## src/rtl/ppc_pkg.sv

```systemverilog
package ppc_pkg;
    typedef enum logic [1:0] {
        ST_SLEEP   = 2'd0,
        ST_STARTUP = 2'd1,
        ST_CHECK   = 2'd2,
        ST_RECEIVE = 2'd3
    } ppc_state_e;
endpackage

```

## src/rtl/ppc_sleep_timer.sv

```systemverilog
module ppc_sleep_timer #(
    parameter int CODE_W  = 5,
    parameter int EXT_MUL = 8,
    parameter int UNIT    = 1024
) (
    input  logic              clk,
    input  logic              rst_n,
    input  logic              tick,
    input  logic              load,
    input  logic              in_sleep,
    input  logic [CODE_W-1:0] code,
    input  logic              ext,
    output logic              expire
);
    localparam int MAXCNT = ((1 << CODE_W) - 1) * EXT_MUL * UNIT;
    localparam int CNT_W  = $clog2(MAXCNT + 1);
    localparam logic [CODE_W-1:0] PARK = '1;

    logic [CNT_W-1:0]  cnt_q;
    logic [CODE_W-1:0] lat_q;
    logic [CNT_W-1:0]  reload_val;
    logic              reprog;

    // Length of the sleep interval for the current code and extension setting.
    always_comb begin
        reload_val = CNT_W'(code) * (ext ? CNT_W'(EXT_MUL) : CNT_W'(1)) * CNT_W'(UNIT);
    end

    // A parked controller restarts the countdown as soon as the code leaves the park value.
    assign reprog = in_sleep && (lat_q == PARK) && (code != PARK);

    always_ff @(posedge clk or negedge rst_n) begin
        if (!rst_n) begin
            cnt_q <= '0;
            lat_q <= PARK;
        end else if (load || reprog) begin
            cnt_q <= reload_val;
            lat_q <= code;
        end else if (in_sleep && tick && (cnt_q != '0)) begin
            cnt_q <= cnt_q - 1'b1;
        end
    end

    assign expire = in_sleep && tick && (cnt_q == '0) && (lat_q != PARK);
endmodule

```

## src/rtl/ppc_startup_timer.sv

```systemverilog
module ppc_startup_timer #(
    parameter int LEN_W = 8
) (
    input  logic             clk,
    input  logic             rst_n,
    input  logic             tick,
    input  logic             load,
    input  logic             running,
    input  logic [LEN_W-1:0] len,
    output logic             expire
);
    logic [LEN_W-1:0] cnt_q;

    always_ff @(posedge clk or negedge rst_n) begin
        if (!rst_n) begin
            cnt_q <= '0;
        end else if (load) begin
            cnt_q <= len;
        end else if (running && tick && (cnt_q != '0)) begin
            cnt_q <= cnt_q - 1'b1;
        end
    end

    assign expire = running && tick && (cnt_q == '0);
endmodule

```

## src/rtl/poll_power_ctrl.sv

```systemverilog
module poll_power_ctrl
    import ppc_pkg::*;
#(
    parameter int CODE_W  = 5,
    parameter int EXT_MUL = 8,
    parameter int UNIT    = 1024,
    parameter int LEN_W   = 8
) (
    input  logic              clk,
    input  logic              rst_n,
    input  logic              tick,
    input  logic [CODE_W-1:0] sleep_code,
    input  logic              sleep_ext,
    input  logic [LEN_W-1:0]  startup_len,
    input  logic              chk_done,
    input  logic              chk_pass,
    input  logic              poll_mode,
    input  logic              off_cmd,
    output logic              path_en,
    output logic              active,
    output logic              chk_start,
    output logic              rx_mode
);
    ppc_state_e state_q, state_d;
    logic       poll_q;
    logic       sleep_exp, start_exp;
    logic       sleep_load, start_load;

    // Next-state selection.
    always_comb begin
        state_d = state_q;
        if (!poll_mode) begin
            state_d = ST_RECEIVE;
        end else if (!poll_q) begin
            state_d = ST_SLEEP;
        end else begin
            unique case (state_q)
                ST_SLEEP:   if (sleep_exp) state_d = ST_STARTUP;
                ST_STARTUP: if (start_exp) state_d = ST_CHECK;
                ST_CHECK:   if (chk_done)  state_d = chk_pass ? ST_RECEIVE : ST_SLEEP;
                ST_RECEIVE: if (off_cmd)   state_d = ST_SLEEP;
                default:    state_d = ST_SLEEP;
            endcase
        end
    end

    assign sleep_load = (state_d == ST_SLEEP)   && (state_q != ST_SLEEP);
    assign start_load = (state_d == ST_STARTUP) && (state_q != ST_STARTUP);

    // State register.
    always_ff @(posedge clk or negedge rst_n) begin
        if (!rst_n) begin
            state_q <= ST_SLEEP;
            poll_q  <= 1'b1;
        end else begin
            state_q <= state_d;
            poll_q  <= poll_mode;
        end
    end

    // Outputs decoded from the state.
    always_comb begin
        path_en   = 1'b1;
        active    = 1'b1;
        chk_start = 1'b0;
        rx_mode   = 1'b0;
        unique case (state_q)
            ST_SLEEP: begin
                path_en = 1'b0;
                active  = 1'b0;
            end
            ST_STARTUP: ;
            ST_CHECK:   chk_start = 1'b1;
            ST_RECEIVE: rx_mode   = 1'b1;
            default: begin
                path_en = 1'b0;
                active  = 1'b0;
            end
        endcase
    end

    ppc_sleep_timer #(
        .CODE_W  (CODE_W),
        .EXT_MUL (EXT_MUL),
        .UNIT    (UNIT)
    ) i_sleep (
        .clk      (clk),
        .rst_n    (rst_n),
        .tick     (tick),
        .load     (sleep_load),
        .in_sleep (state_q == ST_SLEEP),
        .code     (sleep_code),
        .ext      (sleep_ext),
        .expire   (sleep_exp)
    );

    ppc_startup_timer #(
        .LEN_W (LEN_W)
    ) i_start (
        .clk     (clk),
        .rst_n   (rst_n),
        .tick    (tick),
        .load    (start_load),
        .running (state_q == ST_STARTUP),
        .len     (startup_len),
        .expire  (start_exp)
    );
endmodule

```

## config.mk

```make
export PLATFORM = sky130hd
export DESIGN_NAME = poll_power_ctrl
export DESIGN_NICKNAME = d
export VERILOG_FILES = /design/src/rtl/ppc_pkg.sv /design/src/rtl/ppc_sleep_timer.sv /design/src/rtl/ppc_startup_timer.sv /design/src/rtl/poll_power_ctrl.sv
export SDC_FILE = /design/constraint.sdc
export NUM_CORES = 1
export LEC_CHECK = 0
export ABC_AREA = 1
export CORE_MARGIN = 3
export CORE_UTILIZATION = 51
export DETAILED_ROUTE_END_ITERATION = 16
export PLACE_DENSITY = 0.73
export SLEW_MARGIN = 10
export SYNTH_ARGS = -nofsm -noshare
export SYNTH_HDL_FRONTEND = slang
export SYNTH_SLANG_ARGS = --single-unit
```

## constraint.sdc

```tcl
create_clock -name clk -period 2.2 [get_ports clk]
set_input_delay 0.22 -clock clk [delete_from_list [all_inputs] [get_ports clk]]
set_output_delay 0.22 -clock clk [all_outputs]
set_load 0.005 [all_outputs]
```

# Word level (Yosys, flattened, before mapping)
# Cells that the tools add are included.
[op_classes] add_sub_neg=2 n_mul=1 eq_ne=8 n_mux=16 reduce_logical=21
[ops] cell="$mux W18" count=2
[ops] cell="$logic_not A18 Y1" count=1
[ops] cell="$mul A5 B18 Y8" count=1
[ops] cell="$reduce_bool A18 Y1" count=1
[ops] cell="$sub A18 B1 Y18 const B" count=1
[ops] cell="$mux W8" count=2
[ops] cell="$mux W2" count=7
[ops] cell="$logic_and A1 B1 Y1" count=11
[ops] cell="$ne A5 B5 Y1 const B" count=2
[ops] cell="$logic_not A8 Y1" count=1
[ops] cell="$pmux W2 S4" count=1
[ops] cell="$reduce_bool A8 Y1" count=1
[ops] cell="$sub A8 B1 Y8 const B" count=1
[ops] cell="$reduce_bool A2 Y1" count=3
[ops] cell="$eq A5 B5 Y1 const B" count=1
[ops] cell="$eq A2 B1 Y1 const B" count=2
[ops] cell="$eq A2 B2 Y1 const B" count=2
[ops] cell="$logic_not A2 Y1" count=2
[ops] cell="$mux W4" count=1
[ops] cell="$mux W1" count=3
[ops] cell="$ne A2 B1 Y1 const B" count=1
[ops] cell="$logic_or A1 B1 Y1" count=1
[totals] register_bits=34 input_bits=21 output_inout_bits=4 word_cells=53

# Depth between registers and ports, before layout
# Gate-level depths: netlist of the first run.
[logic_depth] ltp_word=12 depth_mapped=15 depth_no_buf=14

# Cells and area by module
# From an unflattened synthesis of the first run, not the netlist that was laid out.
[hier_totals] hier_cells=385 area_unflattened_um2=2522.4
[by_module_without_submodules] mod="ppc_sleep_timer" instances=1 cells_each=256 area_each_um2=1680.4
[by_module_without_submodules] mod="ppc_startup_timer" instances=1 cells_each=92 area_each_um2=615.6
[by_module_without_submodules] mod="poll_power_ctrl" instances=1 cells_each=37 area_each_um2=226.5

# Worst setup path after synthesis of the first run
# Ideal clock, no wire load.
[synth_path] path_type="reg2reg" from="register i_start.cnt_q[0]" to="register i_sleep.cnt_q[14]" t_arrival_ns=1.664 required_ns=2.134 setup_slack_ns=0.470 stages_incl_launch_ff=15 n_path_buf=2 period_less_slack_ns=1.730 cell_sequence="dfrtp_1 -> inv_1 -> ha_1 -> inv_1 -> nor2_1 -> nand3_2 -> nand2_1 -> nand2_1 -> nand2_1 -> nand3_4 -> nand2_4 -> buf_6 -> buf_8 -> nand2_2 -> nand3_2"
[synth_via] elab_chain_len=10 elab_cells_between_ends=11
[synth_lines] element="start: declaration" line="ppc_startup_timer.sv:12" rtl="logic [LEN_W-1:0] cnt_q;"
[synth_lines] element="start signal: assignment" line="ppc_startup_timer.sv:18" rtl="cnt_q <= len;"
[synth_lines] element="start signal: assignment" line="ppc_startup_timer.sv:20" rtl="cnt_q <= cnt_q - 1'b1;"
[synth_lines] element="$logic_not A8 Y1 (*)" line="ppc_startup_timer.sv:24" rtl="assign expire = running && tick && (cnt_q == '0);"
[synth_lines] element="$logic_and A1 B1 Y1 (*)" line="ppc_startup_timer.sv:24"
[synth_lines] element="$mux W2 (*)" line="poll_power_ctrl.sv:39" rtl="ST_STARTUP: if (start_exp) state_d = ST_CHECK;"
[synth_lines] element="$pmux W2 S4 (*)" line="poll_power_ctrl.sv:37" rtl="unique case (state_q)"
[synth_lines] element="$mux W2 (*)" line="poll_power_ctrl.sv:34" rtl="end else if (!poll_q) begin"
[synth_lines] element="$mux W2 (*)" line="poll_power_ctrl.sv:32" rtl="if (!poll_mode) begin"
[synth_lines] element="$logic_not A2 Y1 (*)" line="poll_power_ctrl.sv:47" rtl="assign sleep_load = (state_d == ST_SLEEP) && (state_q != ST_SLEEP);"
[synth_lines] element="$logic_and A1 B1 Y1 (*)" line="poll_power_ctrl.sv:47"
[synth_lines] element="$logic_or A1 B1 Y1 (*)" line="ppc_sleep_timer.sv:36" rtl="end else if (load || reprog) begin"
[synth_lines] element="$mux W18 or $reduce_bool A2 Y1 (tied branches)"
[synth_lines] element="end signal: assignment" line="ppc_sleep_timer.sv:37" rtl="cnt_q <= reload_val;"
[synth_lines] element="end signal: assignment" line="ppc_sleep_timer.sv:40" rtl="cnt_q <= cnt_q - 1'b1;"
[synth_lines] element="end: declaration" line="ppc_sleep_timer.sv:19" rtl="logic [CNT_W-1:0] cnt_q;"
# Every way passes the cells marked *; elsewhere a longest branch is shown, timed or not.
# A chain may end at the register's enable or synchronous reset.

# Worst setup path in the final report of the first run
[layout_path] from="register i_sleep.cnt_q[0]" to="register i_start.cnt_q[5]"
[layout_via] elab_chain_len=10 elab_cells_between_ends=11
[layout_lines] element="$logic_not A18 Y1 (*)" line="ppc_sleep_timer.sv:44" rtl="assign expire = in_sleep && tick && (cnt_q == '0) && (lat_q != PARK);"
[layout_lines] element="$logic_and A1 B1 Y1 (*) (2 in a row)" line="ppc_sleep_timer.sv:44"
[layout_lines] element="$mux W2 (*)" line="poll_power_ctrl.sv:38" rtl="ST_SLEEP: if (sleep_exp) state_d = ST_STARTUP;"
[layout_lines] element="$pmux W2 S4 (*)" line="poll_power_ctrl.sv:37"
[layout_lines] element="$mux W2 (*)" line="poll_power_ctrl.sv:34"
[layout_lines] element="$mux W2 (*)" line="poll_power_ctrl.sv:32"
[layout_lines] element="$eq A2 B1 Y1 (*)" line="poll_power_ctrl.sv:48" rtl="assign start_load = (state_d == ST_STARTUP) && (state_q != ST_STARTUP);"
[layout_lines] element="$logic_and A1 B1 Y1 (*)" line="poll_power_ctrl.sv:48"
[layout_lines] element="$mux W8 or $reduce_bool A2 Y1 (tied branches)"
# Marks and branches as above.

==> results of run 1 <==
==> per-stage QoR <==
stage / hold WS [ps] / cell area (um2) / utilization
final: 331.1 / 2769 / 0.6316
after global routing: 361.9 / 2769 / 0.6316
after CTS: 349.9 / 2755 / 0.6284
after detailed placement: 469.3 / 2664 / 0.6076
after global placement: 468.9 / 2664 / 0.6076
after floorplan: -75.59 / 2349 / -
==> cell families after synthesis <==
| family | after synthesis | synth area share |
|---|---|---|
| other | 2 | 0.003203 |
| flip-flops | 34 | 0.3661 |
| AND/OR/NAND/NOR | 203 | 0.3869 |
| buffers and inverters | 45 | 0.08217 |
| XOR/XNOR | 16 | 0.05976 |
| adder cells (fa/ha/maj) | 7 | 0.04055 |
| AO/OA/AOI/OAI | 23 | 0.06137 |
==> where the power goes <==
group          switching, W  leakage [nW]  internal (W)
logic              0.000755         0.908      0.000487
clock network      0.000229        0.0482      0.000252
registers          0.000184         0.419      0.000841
total               0.00117          1.37       0.00158
==> layout make-up <==
cell class / count / area (um2) / share of cell area
flip-flops and latches: 34 / 858.3 / 0.3100
well taps: 52 / 65.06 / 0.02350
clock inverters: 1 / 5.005 / 0.001807
inverters: 40 / 150.1 / 0.05422
repair buffers: 31 / 292.8 / 0.1057
multi-input cells: 252 / 1311 / 0.4736
clock buffers: 7 / 86.33 / 0.03118
==> state kept, by name, indices dropped and copies added (netlist names) <==
register	count
i_sleep.cnt_q	18
i_sleep.lat_q	5
i_start.cnt_q	8
poll_q	1
state_q	2
==> worst max path at each step <==
stage / endpoint / cells past startpoint / startpoint
final: i_start.cnt_q[5]$_DFFE_PN0P_ / 11 / i_sleep.cnt_q[0]$_DFFE_PN0P_
after global placement: i_sleep.cnt_q[1]$_DFFE_PN0P_ / 13 / tick
after global routing: i_start.cnt_q[2]$_DFFE_PN0P_ / 11 / i_sleep.cnt_q[0]$_DFFE_PN0P_
after floorplan: i_sleep.cnt_q[14]$_DFFE_PN0P_ / 14 / i_start.cnt_q[0]$_DFFE_PN0P_
after CTS: i_sleep.cnt_q[17]$_DFFE_PN0P_ / 14 / i_start.cnt_q[0]$_DFFE_PN0P_
after detailed placement: i_sleep.cnt_q[17]$_DFFE_PN0P_ / 14 / i_start.cnt_q[0]$_DFFE_PN0P_
==> Yosys cell counts, types with 2 or more instances <==
| cell | count | area [um2] |
|---|---|---|
| nand2_1 | 86 | 322.8 |
| nor2_1 | 55 | 206.5 |
| inv_1 | 36 | 135.1 |
| nand3_1 | 32 | 160.2 |
| dfrtp_1 | 28 | 700.7 |
| xor2_1 | 11 | 96.34 |
| nand4_1 | 9 | 56.30 |
| a21oi_1 | 7 | 35.03 |
| o21ai_0 | 7 | 35.03 |
| dfstp_2 | 6 | 157.7 |
| ha_1 | 6 | 75.07 |
| o21ai_1 | 5 | 25.02 |
| xnor2_1 | 5 | 43.79 |
| inv_2 | 4 | 15.01 |
| nand2_2 | 4 | 25.02 |
| nor2_2 | 3 | 18.77 |
| nor3_1 | 3 | 15.01 |
| or2_2 | 3 | 18.77 |
| conb_1 | 2 | 7.510 |
| nand3_2 | 2 | 20.02 |
| nand3b_1 | 2 | 15.01 |
==> critical path, cell delays in order (launching register included) <==
cell	delay (ps)
dfrtp_1	390
inv_1	120
ha_1	150
inv_1	40
nor2_1	70
nand3_1	70
nor2_1	110
nand3_1	90
a21oi_2	410
nand2_2	210
nand3_1	110
nand3_1	80
==> layer usage <==
layer	vias up	global-route usage
met1	948	0.2515
met4	0	0.06036
met3	7	0.04788
met5	-	0
met2	37	0.3445
li1	1105	-
==> metrics, run 1 <==
CTS tree yes; DR vias/cell 5.029; Distinct cells, synth 35; CTS Sinks 34; Crit Path Class flop to flop; cts hold-fix bufs 0; vias in the first global route 1998; Place WS 147.2 ps; Peak Freq a little over 500 MHz; Seq/Total Area, Yosys 0.3661; CP max FO 10; CTS root buffer clkbuf_8; Static Leak between 1 and 1.5 nW; buffers added on ports 24; post-route insts no fill 417; CTS clk-pin slew, worst paths around 70 ps; WP data arrival 2150 ps; routed wl met2 2540 um; H-tree levels 2; synth-to-layout area growth 18.09%; Initial Util 0.5348; Post-Route Skew 10.60 ps; gr ovfl total 0; Die Area 5447 um2; RR Startpoint i_sleep.cnt_q[0]$_DFFE_PN0P_; IO Count 25; fillers 389; Die X 73.81 um; post-placement cell count 409; dpl hpwl 3896 um; Slew Viols, Final 0; Crit path required time between 2000 and 2500 ps; reg2reg end i_start.cnt_q[5]$_DFFE_PN0P_; initial antenna violation count 0; vias 2097; Post-DRT Antenna Nets 0; residual DRC count 0; Iter 0 DRT Violations 103; min cycle time layout 1971 ps; Max IR drop VDD 559.5 uV; total power draw 0.002749 W; Most used DFF post-synth dfrtp_1; number of synthesized flops with an enable pin 0; fin crit share 0.8961; Highest Signal Layer met4; clock buffer depth 2; worst setup margin 228.5 ps; status finished clean; ant diodes 0; R2R depth 11; RSZ-0062 raised after global routing false; Synth Register Bits 34; endpoints failing hold 0; most common cell after layout, fill and taps aside nand2_1; synthesized area per cell 7.105 um2; CTS Buf Count 5; largest net degree at the start of global routing 35; Post-Syn Area ~2300 um2; commonest non-fill, non-tap cells in the layout 85 x nand2_1, 54 x nor2_1, 36 x inv_1, 32 x nand3_1, 28 x dfrtp_1; Power Density 992.8 nW/um2; GRT Overall Usage 0.2019; nets 392; YS warnings 0; Max Cap Viol 0; Die Height roughly 74 um; final setup TNS 0 ps; Core ar. 4384 um2; met1 WL around 2200 um; Clock Latency Late Sink 290 ps; WL met3 170 um; setup violators final 0; synthesized instance count 330; RePlAce Congestion 0.8711; CP Launch Type flop; drt wl/cell 12.06 um; postcts setup bufs 0; Worst Hold Class input pin to asynchronous set/reset pin; Post-synth ARST share 1.000; fraction of layout cells with a size suffix above 1 0.1205; endpoint class of the critical path flop; Resized Gates After CTS 0; Pre-Repair DR Iteration Count 4; R2R Setup Slk 230 ps; first-pass GRT wire length 8493 um; total routed wirelength approximately 5000 um; Site Rows 24
Power figures use the tool's default switching activity.
==> run 2: changes to the inputs <==
--- a/config.mk
+++ b/config.mk
@@ -9,6 +9,7 @@
 export CORE_MARGIN = 3
 export CORE_UTILIZATION = 51
 export DETAILED_ROUTE_END_ITERATION = 16
+export GPL_TIMING_DRIVEN = 1
 export PLACE_DENSITY = 0.73
 export SLEW_MARGIN = 10
 export SYNTH_ARGS = -nofsm -noshare
==> results of run 2 <==
The final DEF is identical to that of run 1; final timing and power are the same.
==> run 3: changes to the inputs <==
--- a/config.mk
+++ b/config.mk
@@ -8,9 +8,11 @@
 export ABC_AREA = 1
 export CORE_MARGIN = 3
 export CORE_UTILIZATION = 51
+export CTS_BUF_LIST = sky130_fd_sc_hd__clkbuf_8
 export DETAILED_ROUTE_END_ITERATION = 16
 export GPL_TIMING_DRIVEN = 1
 export PLACE_DENSITY = 0.73
+export SETUP_SLACK_MARGIN = 0.4
 export SLEW_MARGIN = 10
 export SYNTH_ARGS = -nofsm -noshare
 export SYNTH_HDL_FRONTEND = slang
==> metrics, run 3 (same netlist as run 1, synthesis figures left out) <==
drt wl/cell 13.38 um (was 12.06 um); Util after Layout 0.7192 (was 0.6316); ant diodes 0 (unchanged); hold slack 325.7 ps (was 331.1 ps); CTS tree yes (unchanged); Core ar. 4384 um2 (unchanged); Post-Route Skew 15.03 ps (was 10.60 ps); Die Area 5447 um2 (unchanged); CP max FO 8 (was 10); commonest non-fill, non-tap cells in the layout 80 x nand2_1, 49 x nor2_1, 27 x inv_1, 26 x dfrtp_1, 24 x clkdlybuf4s50_1 (was 85 x nand2_1, 54 x nor2_1, 36 x inv_1, 32 x nand3_1, 28 x dfrtp_1); biggest registers after layout i_sleep.cnt_q (18), i_start.cnt_q (8), i_sleep.lat_q (5) (unchanged); initial antenna violation count 0 (unchanged); global-route met2 utilization 0.3652 (was 0.3445); total routed wirelength 5845 um (was 5028 um); min cycle time layout 1870 ps (was 1971 ps); Crit path required time 2370 ps (about the same); nets 412 (was 392); Max Cap Viol 0 (unchanged); cts hold-fix bufs 0 (unchanged); Site Rows 24 (unchanged); RSZ-0062 raised after global routing true (was false); max reg flops 18 (unchanged); endpoint class of the critical path flop (unchanged); final setup TNS 0 ps (unchanged); fraction of layout cells with a size suffix above 1 0.2597 (was 0.1205); FF/Latch Area 860.8 um2 (was 858.3 um2); Clock Latency Late Sink 300 ps (was 290 ps); CP Launch Type flop (unchanged); critical path startpoint i_start.cnt_q[0]$_DFFE_PN0P_ (was i_sleep.cnt_q[0]$_DFFE_PN0P_); buffers added on ports 24 (unchanged); status finished clean (unchanged); fin crit share 0.8501 (was 0.8961); WP data arrival 2040 ps (was 2150 ps); R2R depth 14 (was 11); largest net degree at the start of global routing 35 (unchanged); H-tree levels 2 (unchanged); Max IR drop VDD 600.4 uV (was 559.5 uV); first-pass GRT wire length 8866 um (was 8493 um); RR Startpoint i_start.cnt_q[0]$_DFFE_PN0P_ (was i_sleep.cnt_q[0]$_DFFE_PN0P_); vias in the first global route 2081 (was 1998); multi-input logic area 1473 um2 (was 1311 um2); Static Leak 1.542 nW (was 1.375 nW); reg2reg end i_sleep.cnt_q[14]$_DFFE_PN0P_ (was i_start.cnt_q[5]$_DFFE_PN0P_); Power Density 1000 nW/um2 (was 992.8 nW/um2); total power draw 0.003154 W (was 0.002749 W); dpl hpwl 3896 um (unchanged); R2R Setup Slk 330 ps (was 230 ps); Peak Freq 534.7 MHz (was 507.2 MHz); fillers 333 (was 389); IO Count 25 (unchanged); residual DRC count 0 (unchanged); Pre-Repair DR Iteration Count 4 (unchanged); clock buffer depth 2 (unchanged); CTS clk-pin slew, worst paths 70 ps (about the same); critical path endpoint i_sleep.cnt_q[14]$_DFFE_PN0P_ (was i_start.cnt_q[5]$_DFFE_PN0P_); post-placement cell count 409 (unchanged); GR peak layer met2 (unchanged); RePlAce Congestion 0.8711 (unchanged); endpoints failing hold 0 (unchanged); synth-to-layout area growth 34.47% (was 18.09%); met1 usage 0.2601 (was 0.2515); M3 GR Usage 0.04788 (unchanged); CTS root buffer clkbuf_8 (unchanged); Biggest register i_sleep.cnt_q (unchanged); CTS Buf Count 5 (unchanged); Worst Hold Class input pin to asynchronous set/reset pin (unchanged); Die Height 73.81 um (unchanged); vias 2268 (was 2097); most common cell after layout, fill and taps aside nand2_1 (unchanged); Crit Path Class flop to flop (unchanged); Initial Util 0.5348 (unchanged); setup violators final 0 (unchanged); post-route insts no fill 437 (was 417); Iter 0 DRT Violations 127 (was 103); CTS Sinks 34 (unchanged); Die X 73.81 um (unchanged); GRT Overall Usage 0.2113 (was 0.2019); Slew Viols, Final 0 (unchanged); Post-DRT Antenna Nets 0 (unchanged); DR vias/cell 5.190 (was 5.029); gr ovfl total 0 (unchanged)
-- run 3: cell types whose count changed in the layout (fill, tap and decap cells not counted), moves of 3 or more --
cell     delta
nand2_1     -5
nor2_1      -5
buf_4      +12
inv_2       +8
nand2_4     +3
nand3_2     +9
nor2_4      +6
buf_6       +4
inv_1       -9
nand3_1     -9
-- run 3: per-stage QoR --
| stage | setup WS, ps | instance area, um2 |
|---|---|---|
| after floorplan | 470.1 | 2349 |
| after CTS | 395.8 | 2908 |
| after detailed placement | 147.2 | 2664 |
| after global routing | 224.6 | 3153 |
| after global placement | 164.0 | 2664 |
| final | 329.7 | 3153 |
-- run 3: report_power, final --
| part | switching, W | total (W) | internal (W) | leakage (nW) |
|---|---|---|---|---|
| clock | 0.000233 | 0.000481 | 0.000248 | 0.0524 |
| sequential | 0.000199 | 0.00104 | 0.000842 | 0.417 |
| combinational | 0.000933 | 0.00163 | 0.000699 | 1.07 |
-- run 3: final cells by class --
class,count,share of cell area
Clock buffer,6,0.02619
Clock inverter,2,0.002778
Inverter,40,0.04921
Multi-Input combinational cell,252,0.4671
Sequential cell,34,0.2730
Tap cell,52,0.02063
Timing Repair Buffer,51,0.1611
-- run 3: how the worst min path moves through the flow --
stage,to,slack (ps),cells past startpoint
5_1_grt,i_start.cnt_q[5]$_DFFE_PN0P_,360,2
2_1_floorplan,i_sleep.cnt_q[0]$_DFFE_PN0P_,-80,0
3_3_place_gp,i_sleep.lat_q[3]$_DFFE_PN1P_,470,2
4_1_cts,i_sleep.cnt_q[17]$_DFFE_PN0P_,350,2
6_report,i_start.cnt_q[6]$_DFFE_PN0P_,330,2
3_5_place_dp,i_sleep.lat_q[2]$_DFFE_PN1P_,470,2
-- run 3: critical path, stage by stage, from the launching register on --
cell and delay (ps):
dfrtp_1 400, inv_2 100, ha_4 140, inv_4 30
nor2_4 110, nand3_2 80, nand2_1 70, nand2_1 70
nand2_2 120, nand3_4 130, nand2_8 130, buf_6 140
nor2_4 60, nand2_1 90, nand3_2 60
-- run 3: layer usage --
metal / vias up / wire length (um)
met5: - / 0
met4: 0 / 72
met3: 8 / 189
met2: 43 / 3041
met1: 1068 / 2542
li1: 1149 / -
-- run 3: what timing repair did --
action	in CTS	in global routing
pin swaps	8	24
gates cloned	0	1
resized for setup	17	45
endpoints found under the setup margin	34	34
setup buffers	10	9
